$ cat src/rtl/kwdt_pkg.sv
package kwdt_pkg;

  localparam logic       ADDR_MODE    = 1'b0;
  localparam logic       ADDR_KEY     = 1'b1;
  localparam logic [7:0] KEY_RESTART  = 8'hAC;
  localparam logic [7:0] KEY_READBACK = 8'h9A;
  localparam logic [7:0] MODE_RESET   = 8'h67;

  typedef enum logic [1:0] {
    OP_HALT   = 2'b00,
    OP_NMI    = 2'b01,
    OP_RESETA = 2'b10,
    OP_RESETB = 2'b11
  } op_mode_e;

  function automatic op_mode_e mode_op(input logic [7:0] m);
    return op_mode_e'(m[6:5]);
  endfunction

  function automatic logic mode_running(input logic [7:0] m);
    return mode_op(m) != OP_HALT;
  endfunction

  function automatic logic mode_resets(input logic [7:0] m);
    return m[6];
  endfunction

  function automatic logic mode_interrupts(input logic [7:0] m);
    return mode_op(m) == OP_NMI;
  endfunction

  // Right shift applied to an all-ones counter word to obtain 2^N-1,
  // where N = base + sel and the word is base+7 bits wide.
  function automatic logic [2:0] span_shift(input logic [2:0] sel);
    return 3'd7 - sel;
  endfunction

endpackage

$ cat src/rtl/kwdt_regs.sv
module kwdt_regs
  import kwdt_pkg::*;
(
  input  logic       clk,
  input  logic       rst_n,
  input  logic       we,
  input  logic       addr,
  input  logic [7:0] wdata,
  output logic [7:0] mode_q,
  output logic [7:0] rdata,
  output logic       clear_o,
  output logic       force_o
);

  logic locked_q;
  logic mode_wr;
  logic key_wr;
  logic key_good;
  logic running;

  assign mode_wr  = we && (addr == ADDR_MODE);
  assign key_wr   = we && (addr == ADDR_KEY);
  assign key_good = (wdata == KEY_RESTART);
  assign running  = mode_running(mode_q);

  assign clear_o = (mode_wr && !locked_q) || (key_wr && key_good);
  assign force_o = running && ((mode_wr && locked_q) || (key_wr && !key_good));

  always_ff @(posedge clk or negedge rst_n) begin
    if (!rst_n) begin
      mode_q   <= MODE_RESET;
      locked_q <= 1'b0;
    end else if (mode_wr && !locked_q) begin
      mode_q   <= {1'b0, wdata[6:0]};
      locked_q <= 1'b1;
    end
  end

  assign rdata = (addr == ADDR_KEY) ? KEY_READBACK : mode_q;

  assert_mode_locked_R2: assert property (@(posedge clk) disable iff (!rst_n)
    locked_q |=> (locked_q && $stable(mode_q)));

  assert_top_bit_clear_R2: assert property (@(posedge clk) disable iff (!rst_n)
    mode_wr |=> !mode_q[7]);

endmodule

$ cat src/rtl/kwdt_counter.sv
module kwdt_counter
  import kwdt_pkg::*;
#(
  parameter int BASE_EXP = 9,
  localparam int CNT_W = BASE_EXP + 7
) (
  input  logic       clk,
  input  logic       rst_n,
  input  logic       tick,
  input  logic       run,
  input  logic [2:0] sel,
  input  logic       clear_i,
  input  logic       force_i,
  output logic       wrap_o
);

  logic [CNT_W-1:0] cnt_q;
  logic [CNT_W-1:0] limit;

  assign limit  = {CNT_W{1'b1}} >> span_shift(sel);
  assign wrap_o = run && tick && !clear_i && (cnt_q == limit);

  always_ff @(posedge clk or negedge rst_n) begin
    if (!rst_n)
      cnt_q <= '0;
    else if (clear_i || force_i || wrap_o)
      cnt_q <= '0;
    else if (run && tick)
      cnt_q <= cnt_q + 1'b1;
  end

  assert_clear_zero_R4: assert property (@(posedge clk) disable iff (!rst_n)
    clear_i |=> (cnt_q == '0));

  assert_hold_without_tick_R10: assert property (@(posedge clk) disable iff (!rst_n)
    (!tick && !clear_i && !force_i) |=> $stable(cnt_q));

  assert_count_bounded_R7: assert property (@(posedge clk) disable iff (!rst_n)
    (cnt_q <= limit) || $past(clear_i));

endmodule

$ cat src/rtl/kwdt_out.sv
module kwdt_out #(
  parameter int RST_LEN = 4,
  localparam int RC_W = $clog2(RST_LEN + 1)
) (
  input  logic clk,
  input  logic rst_n,
  input  logic ovf_i,
  input  logic rst_mode_i,
  input  logic nmi_mode_i,
  output logic nmi_req,
  output logic wdt_rst
);

  logic [RC_W-1:0] rc_q;
  logic            nmi_q;

  always_ff @(posedge clk or negedge rst_n) begin
    if (!rst_n) begin
      rc_q  <= '0;
      nmi_q <= 1'b0;
    end else begin
      nmi_q <= ovf_i && nmi_mode_i;
      if (ovf_i && rst_mode_i)
        rc_q <= RC_W'(RST_LEN);
      else if (rc_q != '0)
        rc_q <= rc_q - 1'b1;
    end
  end

  assign nmi_req = nmi_q;
  assign wdt_rst = (rc_q != '0);

  assert_rst_start_R8: assert property (@(posedge clk) disable iff (!rst_n)
    (ovf_i && rst_mode_i) |=> wdt_rst);

  assert_nmi_strobe_R8: assert property (@(posedge clk) disable iff (!rst_n)
    (ovf_i && nmi_mode_i) |=> nmi_req);

  assert_nmi_quiet_R8: assert property (@(posedge clk) disable iff (!rst_n)
    !ovf_i |=> !nmi_req);

endmodule

$ cat src/rtl/keyed_watchdog.sv
module keyed_watchdog
  import kwdt_pkg::*;
#(
  parameter int BASE_EXP = 9,
  parameter int RST_LEN  = 4
) (
  input  logic       clk,
  input  logic       rst_n,
  input  logic       slow_tick,
  input  logic       bus_we,
  input  logic       bus_addr,
  input  logic [7:0] bus_wdata,
  output logic [7:0] bus_rdata,
  output logic       nmi_req,
  output logic       wdt_rst
);

  logic [7:0] mode_q;
  logic       clear_evt;
  logic       force_evt;
  logic       wrap_evt;
  logic       ovf_evt;
  logic       run;

  kwdt_regs u_regs (
    .clk     (clk),
    .rst_n   (rst_n),
    .we      (bus_we),
    .addr    (bus_addr),
    .wdata   (bus_wdata),
    .mode_q  (mode_q),
    .rdata   (bus_rdata),
    .clear_o (clear_evt),
    .force_o (force_evt)
  );

  assign run = mode_running(mode_q);

  kwdt_counter #(.BASE_EXP(BASE_EXP)) u_cnt (
    .clk     (clk),
    .rst_n   (rst_n),
    .tick    (slow_tick),
    .run     (run),
    .sel     (mode_q[2:0]),
    .clear_i (clear_evt),
    .force_i (force_evt),
    .wrap_o  (wrap_evt)
  );

  assign ovf_evt = force_evt || wrap_evt;

  kwdt_out #(.RST_LEN(RST_LEN)) u_out (
    .clk        (clk),
    .rst_n      (rst_n),
    .ovf_i      (ovf_evt),
    .rst_mode_i (mode_resets(mode_q)),
    .nmi_mode_i (mode_interrupts(mode_q)),
    .nmi_req    (nmi_req),
    .wdt_rst    (wdt_rst)
  );

  assert_no_overflow_R6: assert property (@(posedge clk) disable iff (!rst_n)
    !run |-> !ovf_evt);

  assert_wrong_key_R5: assert property (@(posedge clk) disable iff (!rst_n)
    (bus_we && bus_addr && (bus_wdata != KEY_RESTART) && run) |-> ovf_evt);

  assert_locked_rewrite_R3: assert property (@(posedge clk) disable iff (!rst_n)
    (bus_we && !bus_addr && run && $past(bus_we && !bus_addr)) |-> ovf_evt);

endmodule

$ cat config.mk
export PLATFORM = sky130hd
export DESIGN_NAME = keyed_watchdog
export DESIGN_NICKNAME = d
export VERILOG_FILES = /design/src/rtl/kwdt_pkg.sv /design/src/rtl/kwdt_regs.sv /design/src/rtl/kwdt_counter.sv /design/src/rtl/kwdt_out.sv /design/src/rtl/keyed_watchdog.sv
export SDC_FILE = /design/constraint.sdc
export NUM_CORES = 1
export LEC_CHECK = 0
export BUFFER_PORTS_ARGS = -buffer_cell sky130_fd_sc_hd__buf_2
export CORE_ASPECT_RATIO = 0.8
export CORE_UTILIZATION = 35
export DETAILED_ROUTE_END_ITERATION = 7
export PLACE_DENSITY_LB_ADDON = 0.3
export SYNTH_ARGS = -nofsm -noshare
export SYNTH_HDL_FRONTEND = slang
export SYNTH_SLANG_ARGS = --single-unit
$ cat constraint.sdc
create_clock -name clk -period 3.5 [get_ports clk]
set_clock_uncertainty 0.1 [all_clocks]
set_input_delay 0 -clock clk [delete_from_list [all_inputs] [get_ports clk]]
set_output_delay 0 -clock clk [all_outputs]
set_load 0.02 [all_outputs]
Word-level counts from Yosys, hierarchy flattened

Cells that the tools add are included.

Bits in registers: 28
Input port bits: 13

Add/sub/neg operators: 3
Equality and inequality tests: 3
Shift-type cells: 1
Muxes and demuxes: 5
Bitwise gates (word level): 1
Reduce and logical (&&, ||, !) cells: 24

Operators by type and width:

| kind                    | count |
|---|---|
| $mux W16                | 2 |
| $add A16 B1 Y16 const B | 1 |
| $eq A16 B16 Y1          | 1 |
| $shr A16 B3 Y16 const A | 1 |
| $logic_and A1 B1 Y1     | 12 |
| $eq A8 B8 Y1 const B    | 1 |
| $mux W8                 | 1 |
| $mux W3                 | 2 |
| $reduce_bool A2 Y1      | 3 |
| $logic_or A1 B1 Y1      | 5 |
| $logic_not A1 Y1        | 3 |
| $reduce_bool A3 Y1      | 1 |
| $sub A3 B1 Y3 const B   | 1 |
| $sub A3 B3 Y3 const A   | 1 |
| $eq A2 B1 Y1 const B    | 1 |
| $not A1 Y1              | 1 |

Depth between registers and ports, before layout

Depth in word-level cells: 10
Gate-level depth with buffers: 7
Depth with buffers taken out: 6

By module

From an unflattened synthesis, not the netlist that was laid out.

Cells, all modules: 162
Area total of the unflattened synthesis: 1,635.3 µm²

Modules (own cells, without submodules):

| module         | times used | cells each | area each (µm²) |
|---|---|---|---|
| kwdt_counter   | 1          | 107        | 967.2 |
| kwdt_regs      | 1          | 35         | 437.9 |
| kwdt_out       | 1          | 17         | 209.0 |
| keyed_watchdog | 1          | 3          | 21.3 |

Worst setup path before layout

Ideal clock, no wire load.

Path type: flip-flop to flip-flop
From: reg u_regs.mode_q[6]
To: reg u_cnt.cnt_q[11]
Arrival time: 1,861 ps
Data required time: 3,281 ps
Path slack: 1,420 ps
Cell stages (with the launch flop): 8
Period minus slack after synthesis: 2,080 ps
Path through: dfstp_2 -> o211a_1 -> and3_1 -> clkbuf_2 -> nand3_2 -> o41ai_4 -> buf_6 -> nor2_1

Longest elaborated chain between the ends: 6

RTL lines:

| what                                           | line                                   | RTL |
|---|---|---|
| start, declared                                | kwdt_regs.sv:9                         | `output logic [7:0] mode_q,` |
| start signal, assigned                         | kwdt_regs.sv:34                        | `mode_q <= {1'b0, wdata[6:0]};` |
| $reduce_bool A2 Y1 *                           | kwdt_pkg.sv:21                         | `return mode_op(m) != OP_HALT;` |
| $logic_and A1 B1 Y1                            | kwdt_counter.sv:21, kwdt_counter.sv:28 |  |
| $logic_and A1 B1 Y1 (2 in series)              | kwdt_counter.sv:21                     | `assign wrap_o = run && tick && !clear_i && (cnt_q == limit);` |
| $logic_or A1 B1 Y1                             | kwdt_counter.sv:26                     | `else if (clear_i \|\| force_i \|\| wrap_o)` |
| $mux W16 or $reduce_bool A2 Y1 (tied branches) | -                                      |  |
| end signal, assigned                           | kwdt_counter.sv:29                     | `cnt_q <= cnt_q + 1'b1;` |
| end, declared                                  | kwdt_counter.sv:17                     | `logic [CNT_W-1:0] cnt_q;` |

Mark *: on every way between the ends. The rest lies on a longest branch, timed or not.
A chain may end at the register's enable or synchronous reset.

Worst setup path in the final report

From: reg u_regs.mode_q[6]
To: reg u_cnt.cnt_q[2]

The elaborated chain is that of the path after synthesis.

==> impl_metrics.json <==
{
  "status": "complete, no violations",
  "cts_max_level": 1,
  "arrival_ns": 2.52,
  "synthArstFlopShare": 1.00,
  "ys.flop_type": "dfrtp_1",
  "critPathCaptureType": "flip-flop",
  "synthCells": 173,
  "finalSetupViolCount": 0,
  "tns_ns": 0,
  "grt.overflow.total": 0,
  "ys_ff_latch": 28,
  "slew_headroom": 0.452,
  "vias_per_cell": 4.97,
  "cts_setup_buffers": 0,
  "cts_num_sinks": 28,
  "yosysTopAreaCell": "dfrtp_1",
  "drtIter0Drc": 78,
  "postRouteAntennaNets": 0,
  "n_antenna_cell": 0,
  "ios": 23,
  "post-route-period-util": 0.710,
  "start_kind": "flip-flop",
  "ir_drop_mv": 0.273,
  "synthesis.area_mm2": 0.00166,
  "synth-edff-count": 0,
  "cts_root_buf": "clkbuf_8",
  "path_max_fanout": 16,
  "synth_most_common_cell": "nor2_1",
  "port_buffers": 22,
  "worstReg2RegStart": "u_regs.mode_q[6]",
  "p_total_mw": 0.885,
  "power_density_mw_per_mm2": 460,
  "synth_top_cells_by_area": "dfrtp_1 35%, dfstp_2 7.9%, nor2_1 5.4%",
  "hold_depth": 3,
  "place.detailed.hpwl_mm": 2.41,
  "hp-start": "bus_addr",
  "grt_max_degree": 29,
  "dp_slack_ns": 1.00,
  "seq_area_frac_synth": 0.427,
  "use_met2": 0.228,
  "clk_pin_slew_ns": 0.09,
  "area_growth_pct": 16.1,
  "crit_required_ns": 3.53,
  "gp_congestion": 0.741,
  "utilization": 0.441,
  "hold_ws_ns": 0.0258,
  "synth_compound_area_frac": 0.106,
  "cts_resized": 0,
  "final_nets": 219,
  "ys_types": 48,
  "start_util": 0.380,
  "insertion_delay_ns": 0.27,
  "synth_commonest_cells": "24 x nor2_1, 23 x dfrtp_1, 18 x nand2_1",
  "cts_tree": "yes",
  "wl_per_cell_um": 12.7,
  "die_area_mm2": 0.00501,
  "die_h_um": 63.5,
  "num-fill-cells": 446,
  "hold_viol_final": 0,
  "die_x_um": 78.9,
  "antenna_found_initial": 0,
  "core_mm2": 0.00436,
  "synthSimpleGateAreaFrac": 0.270,
  "grt-busiest-layer": "met2",
  "r2r-end": "u_cnt.cnt_q[2]",
  "slew_violations": 0,
  "worstRegToRegCells": 5,
  "syn_nets": 189,
  "rows": 21,
  "drt_first_pass_iters": 4,
  "met1_usage": 0.218,
  "drc_errors": 0,
  "synth_top_cell_area_share": 0.347,
  "synth_fa_ha_area_frac": 0.0227,
  "grt_pass1_wl_mm": 5.89,
  "maxCapViolations": 0,
  "syn_area_per_cell_um2": 9.58,
  "vias": 1286,
  "fin_crit_ns": 2.48,
  "rsz0062_at_grt": "false",
  "yosys_warnings": 0,
  "synth_xor_area_frac": 0.0899,
  "hp-class": "in2reg",
  "grt_usage": 0.149,
  "wirelength_mm": 3.28,
  "use_met3": 0.0348,
  "critPathKind": "reg2reg",
  "cts-hold-fix-buffers": 9,
  "grt_pass1_vias": 1226,
  "worstHoldEndpoint": "u_regs.locked_q",
  "clk_path_buf_depth": 2,
  "worstMarginPinSlew_ns": 0.820,
  "muxShareOfSynthArea": 0.0400,
  "cts_made_buffers": 3,
  "timing.fmax_mhz": 403,
  "timing.final.ws_setup_ns": 1.02,
  "p_leak_nw": 0.858,
  "drive_gt1_frac": 0.208,
  "r2r_slack_ns": 1.02,
  "synth_top_family_by_area": "simple AND/OR/NAND/NOR gates"
}
## flip-flops by register name, indices dropped and copies added, names as in the netlist
register / count
u_out.rc_q: 3
u_regs.mode_q: 7
u_out.nmi_req: 1
u_regs.locked_q: 1
u_cnt.cnt_q: 16
## critical path: stages, from the launching register on
cell     delay [ns]
dfstp_2        0.60
o211a_1        0.22
and3_1         0.33
nand3_2        0.17
o41ai_4        0.80
nor2_1         0.12
## worst max-delay path by stage
stage | endpoint | slack, ns | from | depth (start not counted)
after CTS | u_cnt.cnt_q[2] | 0.98 | u_regs.mode_q[6] | 5
after floorplan | u_cnt.cnt_q[11] | 1.42 | u_regs.mode_q[6] | 7
after detailed placement | u_cnt.cnt_q[2] | 1.00 | u_regs.mode_q[6] | 5
after global placement | u_cnt.cnt_q[2] | 1.05 | u_regs.mode_q[6] | 5
after global routing | u_cnt.cnt_q[12] | 0.74 | u_regs.mode_q[6] | 5
final | u_cnt.cnt_q[2] | 1.02 | u_regs.mode_q[6] | 5
## cell type report
class | count | area [um2] | share of cell area
clock buffers | 4 | 45.0 | 0.0234
well taps | 57 | 71.3 | 0.0371
flip-flops and latches | 28 | 707 | 0.368
inverters | 6 | 22.5 | 0.0117
repair buffers | 31 | 200 | 0.104
multi-input cells | 133 | 877 | 0.456
## cells by family after synthesis
| family | count (synthesis) |
|---|---|
| XOR/XNOR | 17 |
| multiplexers | 6 |
| AO/OA/AOI/OAI | 22 |
| adder cells (fa/ha/maj) | 3 |
| flip-flops | 28 |
| AND/OR/NAND/NOR | 85 |
| buffers and inverters | 12 |
## report_power, final
group | internal (mW) | switching [mW] | total (mW)
Sequential | 0.381 | 0.0483 | 0.429
Clock | 0.0815 | 0.0962 | 0.178
Combinational | 0.127 | 0.152 | 0.279
Total | 0.589 | 0.296 | 0.885
## per-stage QoR
stage	instance area [um2]	std cells
after global routing	1920	259
after CTS	1920	259
after floorplan	1660	173
final	1920	259
after global placement	1790	246
after detailed placement	1790	246
## layout by cell type, fill, tap and decap left out, types with 4 or more instances in the layout
master         count
a21oi_1            4
buf_2             22
dfrtp_1           23
dfstp_2            5
dlygate4sd3_1      9
inv_1              6
mux2_2             5
nand2_1           18
nand3_1            8
nor2_1            24
nor2b_1            6
xnor2_1            9
xor2_1             8
## per-layer routing
layer  up-vias  share of wire
li1        665              -
met2        21           0.44
met3         2          0.036
met4         0         0.0040
met1       598           0.52
met5         -              0
Power figures use the tool's default switching activity.
